## src/rtl/mt_pkg.sv

```systemverilog
package mt_pkg;
  // Register offsets (bytes, word aligned)
  localparam int unsigned OFF_MATCH  = 32'h00;
  localparam int unsigned OFF_COUNT  = 32'h10;
  localparam int unsigned OFF_STATUS = 32'h14;
  localparam int unsigned OFF_INTEN  = 32'h1C;

  // Decoded write strobes produced by the register front end
  typedef struct packed {
    logic match_wr;
    logic status_wr;
    logic inten_wr;
  } mt_wr_strobe_t;
endpackage

```

## src/rtl/mt_regbus.sv

```systemverilog
module mt_regbus
  import mt_pkg::*;
#(
  parameter int ADDR_W = 8,
  parameter int DATA_W = 32,
  parameter int CNT_W  = 32
) (
  input  logic              req,
  input  logic              we,
  input  logic [ADDR_W-1:0] addr,
  input  logic [CNT_W-1:0]  count_val,
  input  logic              stat_flag,
  input  logic [DATA_W-1:0] inten_val,
  output mt_wr_strobe_t     wr_stb,
  output logic [DATA_W-1:0] rdata
);
  localparam logic [ADDR_W-1:0] A_MATCH  = ADDR_W'(OFF_MATCH);
  localparam logic [ADDR_W-1:0] A_COUNT  = ADDR_W'(OFF_COUNT);
  localparam logic [ADDR_W-1:0] A_STATUS = ADDR_W'(OFF_STATUS);
  localparam logic [ADDR_W-1:0] A_INTEN  = ADDR_W'(OFF_INTEN);

  logic [DATA_W-1:0] count_ext;

  // Widen or trim the counter to the bus width
  generate
    if (CNT_W < DATA_W) begin : g_pad
      assign count_ext = {{(DATA_W-CNT_W){1'b0}}, count_val};
    end else begin : g_trim
      assign count_ext = count_val[DATA_W-1:0];
    end
  endgenerate

  logic wr_cyc, rd_cyc;
  assign wr_cyc = req & we;
  assign rd_cyc = req & ~we;

  always_comb begin
    wr_stb           = '0;
    wr_stb.match_wr  = wr_cyc && (addr == A_MATCH);
    wr_stb.status_wr = wr_cyc && (addr == A_STATUS);
    wr_stb.inten_wr  = wr_cyc && (addr == A_INTEN);
  end

  always_comb begin
    rdata = '0;
    if (rd_cyc) begin
      unique case (addr)
        A_COUNT:  rdata = count_ext;
        A_STATUS: rdata = DATA_W'(stat_flag);
        A_INTEN:  rdata = inten_val;
        default:  rdata = '0;
      endcase
    end
  end
endmodule

```

## src/rtl/mt_count_engine.sv

```systemverilog
module mt_count_engine #(
  parameter int CNT_W = 32
) (
  input  logic             clk,
  input  logic             rst_n,
  input  logic             tick_en,
  input  logic             arm,
  input  logic [CNT_W-1:0] arm_val,
  output logic [CNT_W-1:0] count_val,
  output logic [CNT_W-1:0] match_val,
  output logic [CNT_W-1:0] remain_val,
  output logic             running,
  output logic             hit
);
  localparam logic [CNT_W-1:0] ONE = CNT_W'(1);

  logic [CNT_W-1:0] match_q, remain_q, dist_new;
  logic             run_q;

  // Live reading: target minus what is left to go
  assign count_val = match_q - remain_q;

  // Distance for a fresh arm, wrapping through zero when not ahead
  always_comb begin
    if (arm_val > count_val) dist_new = arm_val - count_val;
    else                     dist_new = arm_val + ~count_val;
  end

  // A write in the same cycle overrides the final tick
  assign hit = run_q && tick_en && !arm && (remain_q <= ONE);

  always_ff @(posedge clk or negedge rst_n) begin
    if (!rst_n) begin
      match_q  <= '0;
      remain_q <= '0;
      run_q    <= 1'b0;
    end else if (arm) begin
      match_q  <= arm_val;
      remain_q <= dist_new;
      run_q    <= 1'b1;
    end else if (hit) begin
      remain_q <= '0;
      run_q    <= 1'b0;
    end else if (run_q && tick_en) begin
      remain_q <= remain_q - ONE;
    end
  end

  assign match_val  = match_q;
  assign remain_val = remain_q;
  assign running    = run_q;
endmodule

```

## src/rtl/mt_irq_ctrl.sv

```systemverilog
module mt_irq_ctrl #(
  parameter int DATA_W = 32
) (
  input  logic              clk,
  input  logic              rst_n,
  input  logic              hit,
  input  logic              inten_wr,
  input  logic              status_wr,
  input  logic [DATA_W-1:0] wdata,
  output logic [DATA_W-1:0] inten_val,
  output logic              stat_flag
);
  logic [DATA_W-1:0] inten_q;
  logic              stat_q;
  logic              set_ev, clr_ev;

  assign set_ev = hit && (inten_q != '0);
  assign clr_ev = status_wr && (wdata == '0);

  always_ff @(posedge clk or negedge rst_n) begin
    if (!rst_n) inten_q <= '0;
    else if (inten_wr) inten_q <= wdata;
  end

  // Set beats clear when both land together
  always_ff @(posedge clk or negedge rst_n) begin
    if (!rst_n)      stat_q <= 1'b0;
    else if (set_ev) stat_q <= 1'b1;
    else if (clr_ev) stat_q <= 1'b0;
  end

  assign inten_val = inten_q;
  assign stat_flag = stat_q;
endmodule

```

## src/rtl/match_timer.sv

```systemverilog
module match_timer
  import mt_pkg::*;
#(
  parameter int ADDR_W = 8,
  parameter int DATA_W = 32,
  parameter int CNT_W  = 32
) (
  input  logic              clk,
  input  logic              rst_n,
  input  logic              tick_en,
  input  logic              bus_req,
  input  logic              bus_we,
  input  logic [ADDR_W-1:0] bus_addr,
  input  logic [DATA_W-1:0] bus_wdata,
  output logic [DATA_W-1:0] bus_rdata,
  output logic              irq
);
  mt_wr_strobe_t     wr_stb;
  logic [CNT_W-1:0]  cnt_live, eng_match, eng_remain, arm_data;
  logic              eng_running, eng_hit, stat_q;
  logic [DATA_W-1:0] en_val;

  generate
    if (CNT_W < DATA_W) begin : g_arm_trim
      assign arm_data = bus_wdata[CNT_W-1:0];
    end else begin : g_arm_pad
      assign arm_data = CNT_W'(bus_wdata);
    end
  endgenerate

  mt_regbus #(.ADDR_W(ADDR_W), .DATA_W(DATA_W), .CNT_W(CNT_W)) u_bus (
    .req       (bus_req),
    .we        (bus_we),
    .addr      (bus_addr),
    .count_val (cnt_live),
    .stat_flag (stat_q),
    .inten_val (en_val),
    .wr_stb    (wr_stb),
    .rdata     (bus_rdata)
  );

  mt_count_engine #(.CNT_W(CNT_W)) u_eng (
    .clk        (clk),
    .rst_n      (rst_n),
    .tick_en    (tick_en),
    .arm        (wr_stb.match_wr),
    .arm_val    (arm_data),
    .count_val  (cnt_live),
    .match_val  (eng_match),
    .remain_val (eng_remain),
    .running    (eng_running),
    .hit        (eng_hit)
  );

  mt_irq_ctrl #(.DATA_W(DATA_W)) u_irq (
    .clk       (clk),
    .rst_n     (rst_n),
    .hit       (eng_hit),
    .inten_wr  (wr_stb.inten_wr),
    .status_wr (wr_stb.status_wr),
    .wdata     (bus_wdata),
    .inten_val (en_val),
    .stat_flag (stat_q)
  );

  assign irq = stat_q;
endmodule

```

## config.mk

```make
export PLATFORM = sky130hd
export DESIGN_NAME = match_timer
export DESIGN_NICKNAME = d
export VERILOG_FILES = /design/src/rtl/mt_pkg.sv /design/src/rtl/mt_regbus.sv /design/src/rtl/mt_count_engine.sv /design/src/rtl/mt_irq_ctrl.sv /design/src/rtl/match_timer.sv
export SDC_FILE = /design/constraint.sdc
export NUM_CORES = 1
export LEC_CHECK = 0
export CAP_MARGIN = 0
export CORE_AREA = 2 2 114 138
export DETAILED_ROUTE_END_ITERATION = 8
export DIE_AREA = 0 0 116 140
export PLACE_DENSITY = 0.85
export SLEW_MARGIN = 40
export SYNTH_ARGS = -nofsm -noshare
export SYNTH_HDL_FRONTEND = slang
export SYNTH_SLANG_ARGS = --single-unit
```

## constraint.sdc

```tcl
create_clock -name clk -period 17.6 [get_ports clk]
set_input_delay 2.64 -clock clk [delete_from_list [all_inputs] [get_ports clk]]
set_output_delay 2.64 -clock clk [all_outputs]
set_load 0.03 [all_outputs]
```

# Word-level counts from Yosys, hierarchy flattened
# Index checks and enable logic that the tools add are counted.
[op_classes]
addsub = 4
order_cmp = 2
eq_ne = 3
muxes = 10
bitwise_logic = 4
n_reduce_logical = 15
[op_table]
columns = ["operator", "count"]
rows = [
  ["32-bit two-way mux", 5],
  ["32-bit one-hot mux with 3 select lines", 1],
  ["32-bit subtractor", 2],
  ["32-bit adder", 1],
  ["32-bit greater-than comparator", 1],
  ["32-bit by 1-bit <= comparator with 1-bit output, second input constant", 1],
  ["32-bit logical NOT", 1],
  ["32-bit NOT", 1],
  ["32-bit nonzero test", 1],
  ["32-bit by 1-bit subtractor with 32-bit output, second input constant", 1],
  ["8-bit by 5-bit == test with 1-bit output, second input constant", 3],
  ["1-bit logical AND", 8],
  ["8-bit logical NOT", 1],
  ["1-bit two-way mux", 4],
  ["2-bit nonzero test", 2],
  ["3-bit nonzero test", 1],
  ["1-bit AND", 2],
  ["1-bit logical NOT", 1],
  ["1-bit NOT", 1],
]
[totals]
regBits = 98
in_bits = 45
out_inout_bits = 33
wordCells = 43

# Longest topological paths before layout
# Gate-level depths: netlist (run 1).
[logic_depth]
depth_word = 7
depth_mapped = 31
depth_no_buf = 31

# Modules after synthesis
# A second synthesis (run 1) with hierarchy kept.
[hier_totals]
hier_cells = 1118
hier_area_um2 = 9376.5
[modules_own_cells]
columns = ["mod", "n_inst", "cells_each", "area_per_inst_um2", "seq_area_each_um2"]
rows = [
  ["mt_count_engine", 1, 897, 7278.2, 1626.6],
  ["mt_irq_ctrl", 1, 93, 1378.8, 825.8],
  ["mt_regbus", 1, 128, 719.4, 0.0],
]

# Worst setup path after synthesis (run 1)
# No wires, ideal clock.
[synth_path]
path_kind = "in2out"
from = "input port bus_addr[7]"
to = "output port bus_rdata[0]"
arrival_time_ns = 4.851
slack_ns = 10.109
cell_stages = 8
path_cell_list = "or4_1 > nor2_1 > nand2_1 > or3_1 > nand2_1 > nand3b_1 > clkbuf_1 > nor3_1"
[synth_between]
elab_chain_len = 3
[synth_rtl]
columns = ["item", "line_no", "rtl"]
rows = [
  ["from (decl)", "match_timer.sv:13", "input logic [ADDR_W-1:0] bus_addr,"],
  ["8-bit by 5-bit == test with 1-bit output", "mt_regbus.sv:47", "unique case (addr)"],
  ["32-bit one-hot mux with 3 select lines *", "mt_regbus.sv:47", ""],
  ["32-bit two-way mux *", "mt_regbus.sv:46", "if (rd_cyc) begin"],
  ["to (decl)", "match_timer.sv:15", "output logic [DATA_W-1:0] bus_rdata,"],
]
# Mark *: on every way between the ends. The rest lies on a longest branch, timed or not.

# Worst setup path in the final report (run 1)
# Same ends and word-level chain as after synthesis.

==> metrics.csv, run 1 <==
metric,value,unit
p_per_area,86.1,mW/mm^2
max_slew_margin,0.411,
syn_nets,1338,
fin_crit_sh,0.495,
critical_path_class,input port to output pin,
slew_viol_final,0,
post_cts_buffers,0,
synthFlopType,dfrtp_1,
cts_tree,yes,
grt_antenna_before_repair,0,
power_leakage,0.00472,uW
drive_above_1_share,0.0748,
drt_iter0_markers,933,
ys_ff_latch,98,
fp.dieArea,0.0162,mm^2
synthDistinctLibCells,91,
die_x,116,um
dr_total_vias,9718,
start_kind,input port,
arrival,6.08,ns
start_util,0.637,
whs_path_depth,2,
wirelength,32400,um
p_total,911,uW
cts_max_path_buffers,2,
drtPass1Iterations,7,
syn_inst,1233,
viasPerCell,6.59,
grt_overflow,0,
rsz0062_at_grt,no,
die_h,140,um
nNetsFinal,1370,
rr_worst_depth,30,
tightestPinTransition,0.876,ns
synth_area_per_cell,7.66,um^2
reg2reg_slack,9.67,ns
cp-end-kind,output pin,
post-route-min-period,8.72,ns
grt_pass1_wl,50000,um
areaGrowthSynthToFinish,12.1,%
timing.rr.end,u_eng.remain_val[31]$_DFFE_PN0P_,
seq_area_frac_synth,0.260,
synthArstFlopShare,1.00,
clk_latency,0.37,ns
utilization,0.714,
grt_pass1_vias,9151,
htree_levels,3,
syn_area,0.00945,mm^2
setup_viol,0,
antenna_left,0,
postCtsResizedCells,0,
worstPathMaxFanout,32,
drcViolationCount,0,
numCtsBuffers,9,
worstHoldStart,u_eng.match_val[3]$_DFFE_PN0P_,
crit_required,14.96,ns
synth.top_cells.by_area,"dfrtp_1 26%, ha_1 7.6%, nand2_1 6.6%",
core,0.0148,mm^2
antennaDiodeCount,0,
wl_per_cell,22.0,um
fin_skew,0.00971,ns
dpl.cell_count,1458,
place_congestion,0.980,
setup_tns,0,ns
hold_class,flip-flop to flip-flop,
synth_top_area_frac,0.260,
max_cap_viol_count,0,
ctsHoldBuffers,0,
stdcell_count,1474,
grtUsageTotal,0.405,
dp_hpwl,25100,um
cts.sinks,98,
finalHoldViolations,0,
ys_warn_count,0,
pin_count,78,
synth_edf_count,0,
clk_pin_slew,0.08,ns
hold-path-endpoint,u_eng.match_val[3]$_DFFE_PN0P_,
ir_drop,0.0646,mV
synth_top_cell_by_area,dfrtp_1,
rows,49,
fmax,115,MHz
outcome,"finished, final reports clean",
r2r_start,u_eng.remain_val[4]$_DFFE_PN0P_,
cts-root-buf,clkbuf_16,
grt_max_degree,73,
port_buffers,77,
==> layer usage <==
metal,global-route usage,routed length [um],part of all wire
met1,0.502,12700,0.39
met2,0.665,15000,0.46
met3,0.0506,2460,0.076
met4,0.245,2300,0.071
met5,0,0,0
==> layout make-up <==
| type | instances | area [um^2] |
|---|---|---|
| sequential | 98 | 2450 |
| inverter | 67 | 251 |
| fill | 1248 | 4250 |
| tap | 204 | 255 |
| timing repair buffer | 83 | 817 |
| multi-input combinational | 1006 | 6500 |
| clock inverter | 6 | 71.3 |
| clock buffer | 10 | 239 |
==> Yosys cell counts (4+ instances only) <==
cell type,count
a21o_1,32
a21oi_1,113
a22oi_1,7
a31o_2,7
a31oi_1,12
and2_1,15
and3_1,6
and4_1,5
buf_2,8
buf_4,4
clkbuf_1,48
dfrtp_1,98
ha_1,57
inv_1,67
maj3_1,11
mux2_2,30
mux2i_1,4
nand2_1,166
nand2b_1,11
nand3_1,33
nand4_1,29
nor2_1,117
nor2b_1,12
nor3_1,27
nor4_1,32
o211ai_1,8
o21a_1,7
o21ai_0,70
o21ai_1,9
o21bai_1,10
o22ai_1,16
or2_2,5
or3_1,6
or4_1,4
xnor2_1,44
xor2_1,19
==> power by group <==
part           switching [uW]  internal (uW)
sequential               9.60            234
clock                     102            116
combinational             284            166
==> placed cells by master, fill, tap and decap left out, types with 15 or more instances in the layout <==
cell type,netlist,layout
o22ai_1,16,16
o21ai_0,70,70
nor3_1,27,27
a21oi_1,113,113
dfrtp_1,98,98
nand4_1,29,29
clkdlybuf4s50_1,0,76
xnor2_1,44,44
nor4_1,32,32
mux2_2,30,30
and2_1,15,15
nand2_1,166,166
xor2_1,19,19
inv_1,67,67
nor2_1,117,116
a21o_1,32,32
ha_1,57,57
nand3_1,33,32
==> registers in the layout, summed over array words and instances (netlist names) <==
signal and cells:
u_irq.inten_val 32, u_eng.running 1, u_eng.match_val 32, u_irq.stat_flag 1, u_eng.remain_val 32
==> through the flow <==
step | instance area (um^2) | setup WS [ns] | hold slack [ns]
3_5_place_dp | 10300 | 8.94 | 0.474
3_3_place_gp | 10300 | 8.87 | 0.466
6_report | 10600 | 8.88 | 0.492
2_1_floorplan | 9450 | 10.11 | 0.452
4_1_cts | 10600 | 8.92 | 0.491
5_1_grt | 10600 | 8.79 | 0.497
==> kinds of logic (layout without fill, tap and decap cells) <==
group | count (synthesis) | count (layout) | synth area share
compound gates | 350 | 350 | 0.239
buf+inv | 129 | 166 | 0.0540
simple gates | 481 | 481 | 0.241
flops | 98 | 98 | 0.260
xor+xnor | 67 | 67 | 0.0686
mux | 35 | 35 | 0.0415
fa+ha+maj | 73 | 73 | 0.0959
==> how the worst max path moves through the flow <==
stage	to	slack (ns)	startpoint	depth (start not counted)
3_5_place_dp	bus_rdata[23]	8.94	bus_addr[7]	10
6_report	bus_rdata[0]	8.88	bus_addr[7]	10
4_1_cts	bus_rdata[23]	8.92	bus_addr[7]	10
3_3_place_gp	bus_rdata[23]	8.87	bus_addr[7]	10
2_1_floorplan	bus_rdata[0]	10.11	bus_addr[7]	8
5_1_grt	bus_rdata[23]	8.79	bus_addr[7]	10
==> critical path, cell delays in order <==
cell             delay, ns
clkdlybuf4s50_1       0.40
or4_1                 0.53
nor2_1                0.22
nand2_1               0.14
or3_2                 0.72
nand2_1               0.14
nand3b_1              0.08
buf_4                 0.27
nor3_1                0.24
clkdlybuf4s50_1       0.70
No activity file was read; power rests on OpenSTA's default activity.
==> run 2: changes to the inputs <==
--- a/config.mk
+++ b/config.mk
@@ -6,10 +6,10 @@
 export NUM_CORES = 1
 export LEC_CHECK = 0
 export CAP_MARGIN = 0
-export CORE_AREA = 2 2 114 138
+export CORE_AREA = 2 2 118 143
 export DETAILED_ROUTE_END_ITERATION = 8
-export DIE_AREA = 0 0 116 140
-export PLACE_DENSITY = 0.85
+export DIE_AREA = 0 0 120 145
+export PLACE_DENSITY = 0.8
 export SLEW_MARGIN = 40
 export SYNTH_ARGS = -nofsm -noshare
 export SYNTH_HDL_FRONTEND = slang
==> constraint.sdc (replaced) <==
create_clock -name clk -period 8.1 [get_ports clk]
set_input_delay 1.215 -clock clk [delete_from_list [all_inputs] [get_ports clk]]
set_output_delay 1.215 -clock clk [all_outputs]
set_load 0.03 [all_outputs]
==> run 2 against run 1 <==
Net effect: final cell count rose by 0.54%; non-clock buffer count rose by 1; register-to-register slack lost 8.8 ns; die area rose by 7.1%; power rose by 120%; clock skew increased by 0.0046 ns; via count rose by 0.57%; combinational power is 120% higher; highest routed layer unchanged; global-route usage decreased by 1.1 points; sequential power is 120% higher.
==> metrics.csv, run 2 (synthesis results as in run 1) <==
metric,value,unit,change
grt_overflow,0,,unchanged
drtPass1Iterations,5,,-2
numCtsBuffers,9,,unchanged
max_cap_viol_count,0,,unchanged
final_cell_mix,"166 x nand2_1, 116 x nor2_1, 113 x a21oi_1",,
hold-path-endpoint,u_eng.match_val[8]$_DFFE_PN0P_,,
outcome,"finished, final reports clean",,
internal_power,1170,uW,+130%
tightestPinTransition,0.869,ns,-0.00701 ns
place_congestion,1.03,,+5.5%
drcViolationCount,0,,unchanged
rr_worst_depth,30,,unchanged
worst_hold_slack,0.490,ns,-0.00204 ns
dr_total_vias,9773,,+0.57%
wl_per_cell,23.1,um,+4.8%
place_area,0.0103,mm^2,+0.24%
setup_tns,0,ns,unchanged
critical_path_class,flip-flop to flip-flop,,
layout_commonest_cell,nand2_1,,
reg2reg_slack,0.83,ns,-8.84 ns
postCtsResizedCells,0,,unchanged
clk_latency,0.37,ns,about the same
whs_path_depth,2,,unchanged
path_common_cell,a21oi_1,,
finalHoldViolations,0,,unchanged
fmax,137,MHz,
place_ws,1.01,ns,-7.93 ns
start_util,0.590,,-0.0469
wirelength,34200,um,+5.4%
cts.sinks,98,,unchanged
grt_pass1_wl,52900,um,+5.6%
worstHoldStart,u_eng.match_val[8]$_DFFE_PN0P_,,
worstPathMaxFanout,9,,-72%
seqPwrFrac,0.259,,-0.008
clk_pin_slew,0.08,ns,about the same
fin_skew,0.0143,ns,+0.00457 ns
ctsHoldBuffers,0,,unchanged
power_leakage,0.00475,uW,+0.49%
power_frac_clock,0.254,,+0.015
fin_crit_sh,0.898,,
crit_slowest_cell,nor3_1,,
timing.rr.end,u_eng.remain_val[30]$_DFFE_PN0P_,,
max_slew_margin,0.416,,+0.00471
areaGrowthSynthToFinish,12.6,%,
arrival,7.51,ns,+1.43 ns
cts_max_path_buffers,2,,unchanged
cts_tree,yes,,
comb_power_share,0.487,,-0.006
cts-root-buf,clkbuf_16,,
antenna_left,0,,unchanged
setup_viol,0,,unchanged
layout_setup_ws,0.826,ns,-8.05 ns
rsz0062_at_grt,no,,
start_kind,flip-flop,,
die_x,120,um,+3.4%
slew_viol_final,0,,unchanged
core,0.0160,mm^2,+8.0%
pin_count,78,,unchanged
p_per_area,192,mW/mm^2,+120%
drt_iter0_markers,976,,+4.6%
grt_antenna_before_repair,0,,unchanged
r2r_start,u_eng.remain_val[4]$_DFFE_PN0P_,,
die_h,145,um,+3.6%
drive_above_1_share,0.0740,,-0.000787
grtUsageTotal,0.394,,-0.0108
grt_pass1_vias,9388,,+2.6%
rows,51,,+4.1%
dp_hpwl,26500,um,+5.5%
max_stage_delay,0.49,ns,-0.23 ns
dpl.cell_count,1467,,+0.62%
port_buffers,77,,unchanged
grt_max_degree,60,,-18%
final_cell_area,0.0106,mm^2,+0.50%
hold_class,flip-flop to flip-flop,,
post-route-min-period,7.27,ns,
p_switching,867,uW,+120%
post_cts_buffers,0,,unchanged
cp-end-kind,flip-flop,,
nNetsFinal,1371,,+0.073%
viasPerCell,6.59,,about the same
antennaDiodeCount,0,,unchanged
stdcell_count,1482,,+0.54%
fp.dieArea,0.0174,mm^2,+7.1%
ir_drop,0.110,mV,+70%
p_sw_frac,0.425,,-0.00914
crit_required,8.33,ns,-6.63 ns
htree_levels,3,,unchanged
-- run 2: worst max-delay path by stage --
stage                                    startpoint                               end  cells after the start  slack [ns]
finish              u_eng.remain_val[4]$_DFFE_PN0P_  u_eng.remain_val[30]$_DFFE_PN0P_                     30        0.83
global route        u_eng.remain_val[4]$_DFFE_PN0P_  u_eng.remain_val[30]$_DFFE_PN0P_                     30        0.32
CTS                 u_eng.remain_val[4]$_DFFE_PN0P_  u_eng.remain_val[30]$_DFFE_PN0P_                     30        0.96
detailed placement  u_eng.remain_val[4]$_DFFE_PN0P_  u_eng.remain_val[30]$_DFFE_PN0P_                     30        1.01
global placement    u_eng.remain_val[4]$_DFFE_PN0P_  u_eng.remain_val[30]$_DFFE_PN0P_                     30        1.18
floorplan           u_eng.remain_val[4]$_DFFE_PN0P_  u_eng.remain_val[28]$_DFFE_PN0P_                     29        2.27
-- run 2: worst max-delay path, delay by kind of cell, from the launching register on --
| kind | cells | cell delay (ns) |
|---|---|---|
| multiplexers | 1 | 0.38 |
| AO/OA/AOI/OAI | 18 | 4.01 |
| flip-flops | 1 | 0.44 |
| XOR/XNOR | 2 | 0.46 |
| adder cells (fa/ha/maj) | 2 | 0.67 |
| buffers and inverters | 2 | 0.16 |
| AND/OR/NAND/NOR | 5 | 1.01 |
-- run 2: area by class of cell --
| cell class | count | area, um^2 |
|---|---|---|
| inverter | 67 | 251 |
| multi-input combinational | 1006 | 6500 |
| fill | 1445 | 5380 |
| timing repair buffer | 84 | 833 |
| clock buffer | 9 | 225 |
| sequential | 98 | 2450 |
| clock inverter | 6 | 113 |
| tap | 212 | 265 |
-- run 2: power groups by stage --
stage          logic (uW)  clock network (uW)  registers, uW
5_1_grt              1070                 531            531
4_1_cts               963                 514            529
6_report              993                 518            529
3_5_place_dp          953                   0            538
2_1_floorplan         686                   0            531
3_3_place_gp          956                   0            537
-- run 2: routing by layer --
layer / wire, um / up-vias / GRT usage
met1: 13100 / 4597 / 0.488
met3: 2780 / 132 / 0.0554
met5: 0 / - / 0
met2: 16100 / 524 / 0.648
li1: - / 4520 / -
met4: 2250 / 0 / 0.231
-- run 2: per-stage QoR --
step | utilization | total power (uW)
CTS | 0.664 | 2010
finish | 0.664 | 2040
detailed placement | 0.643 | 1490
global placement | 0.641 | 1490
global route | 0.664 | 2130
floorplan | - | 1220
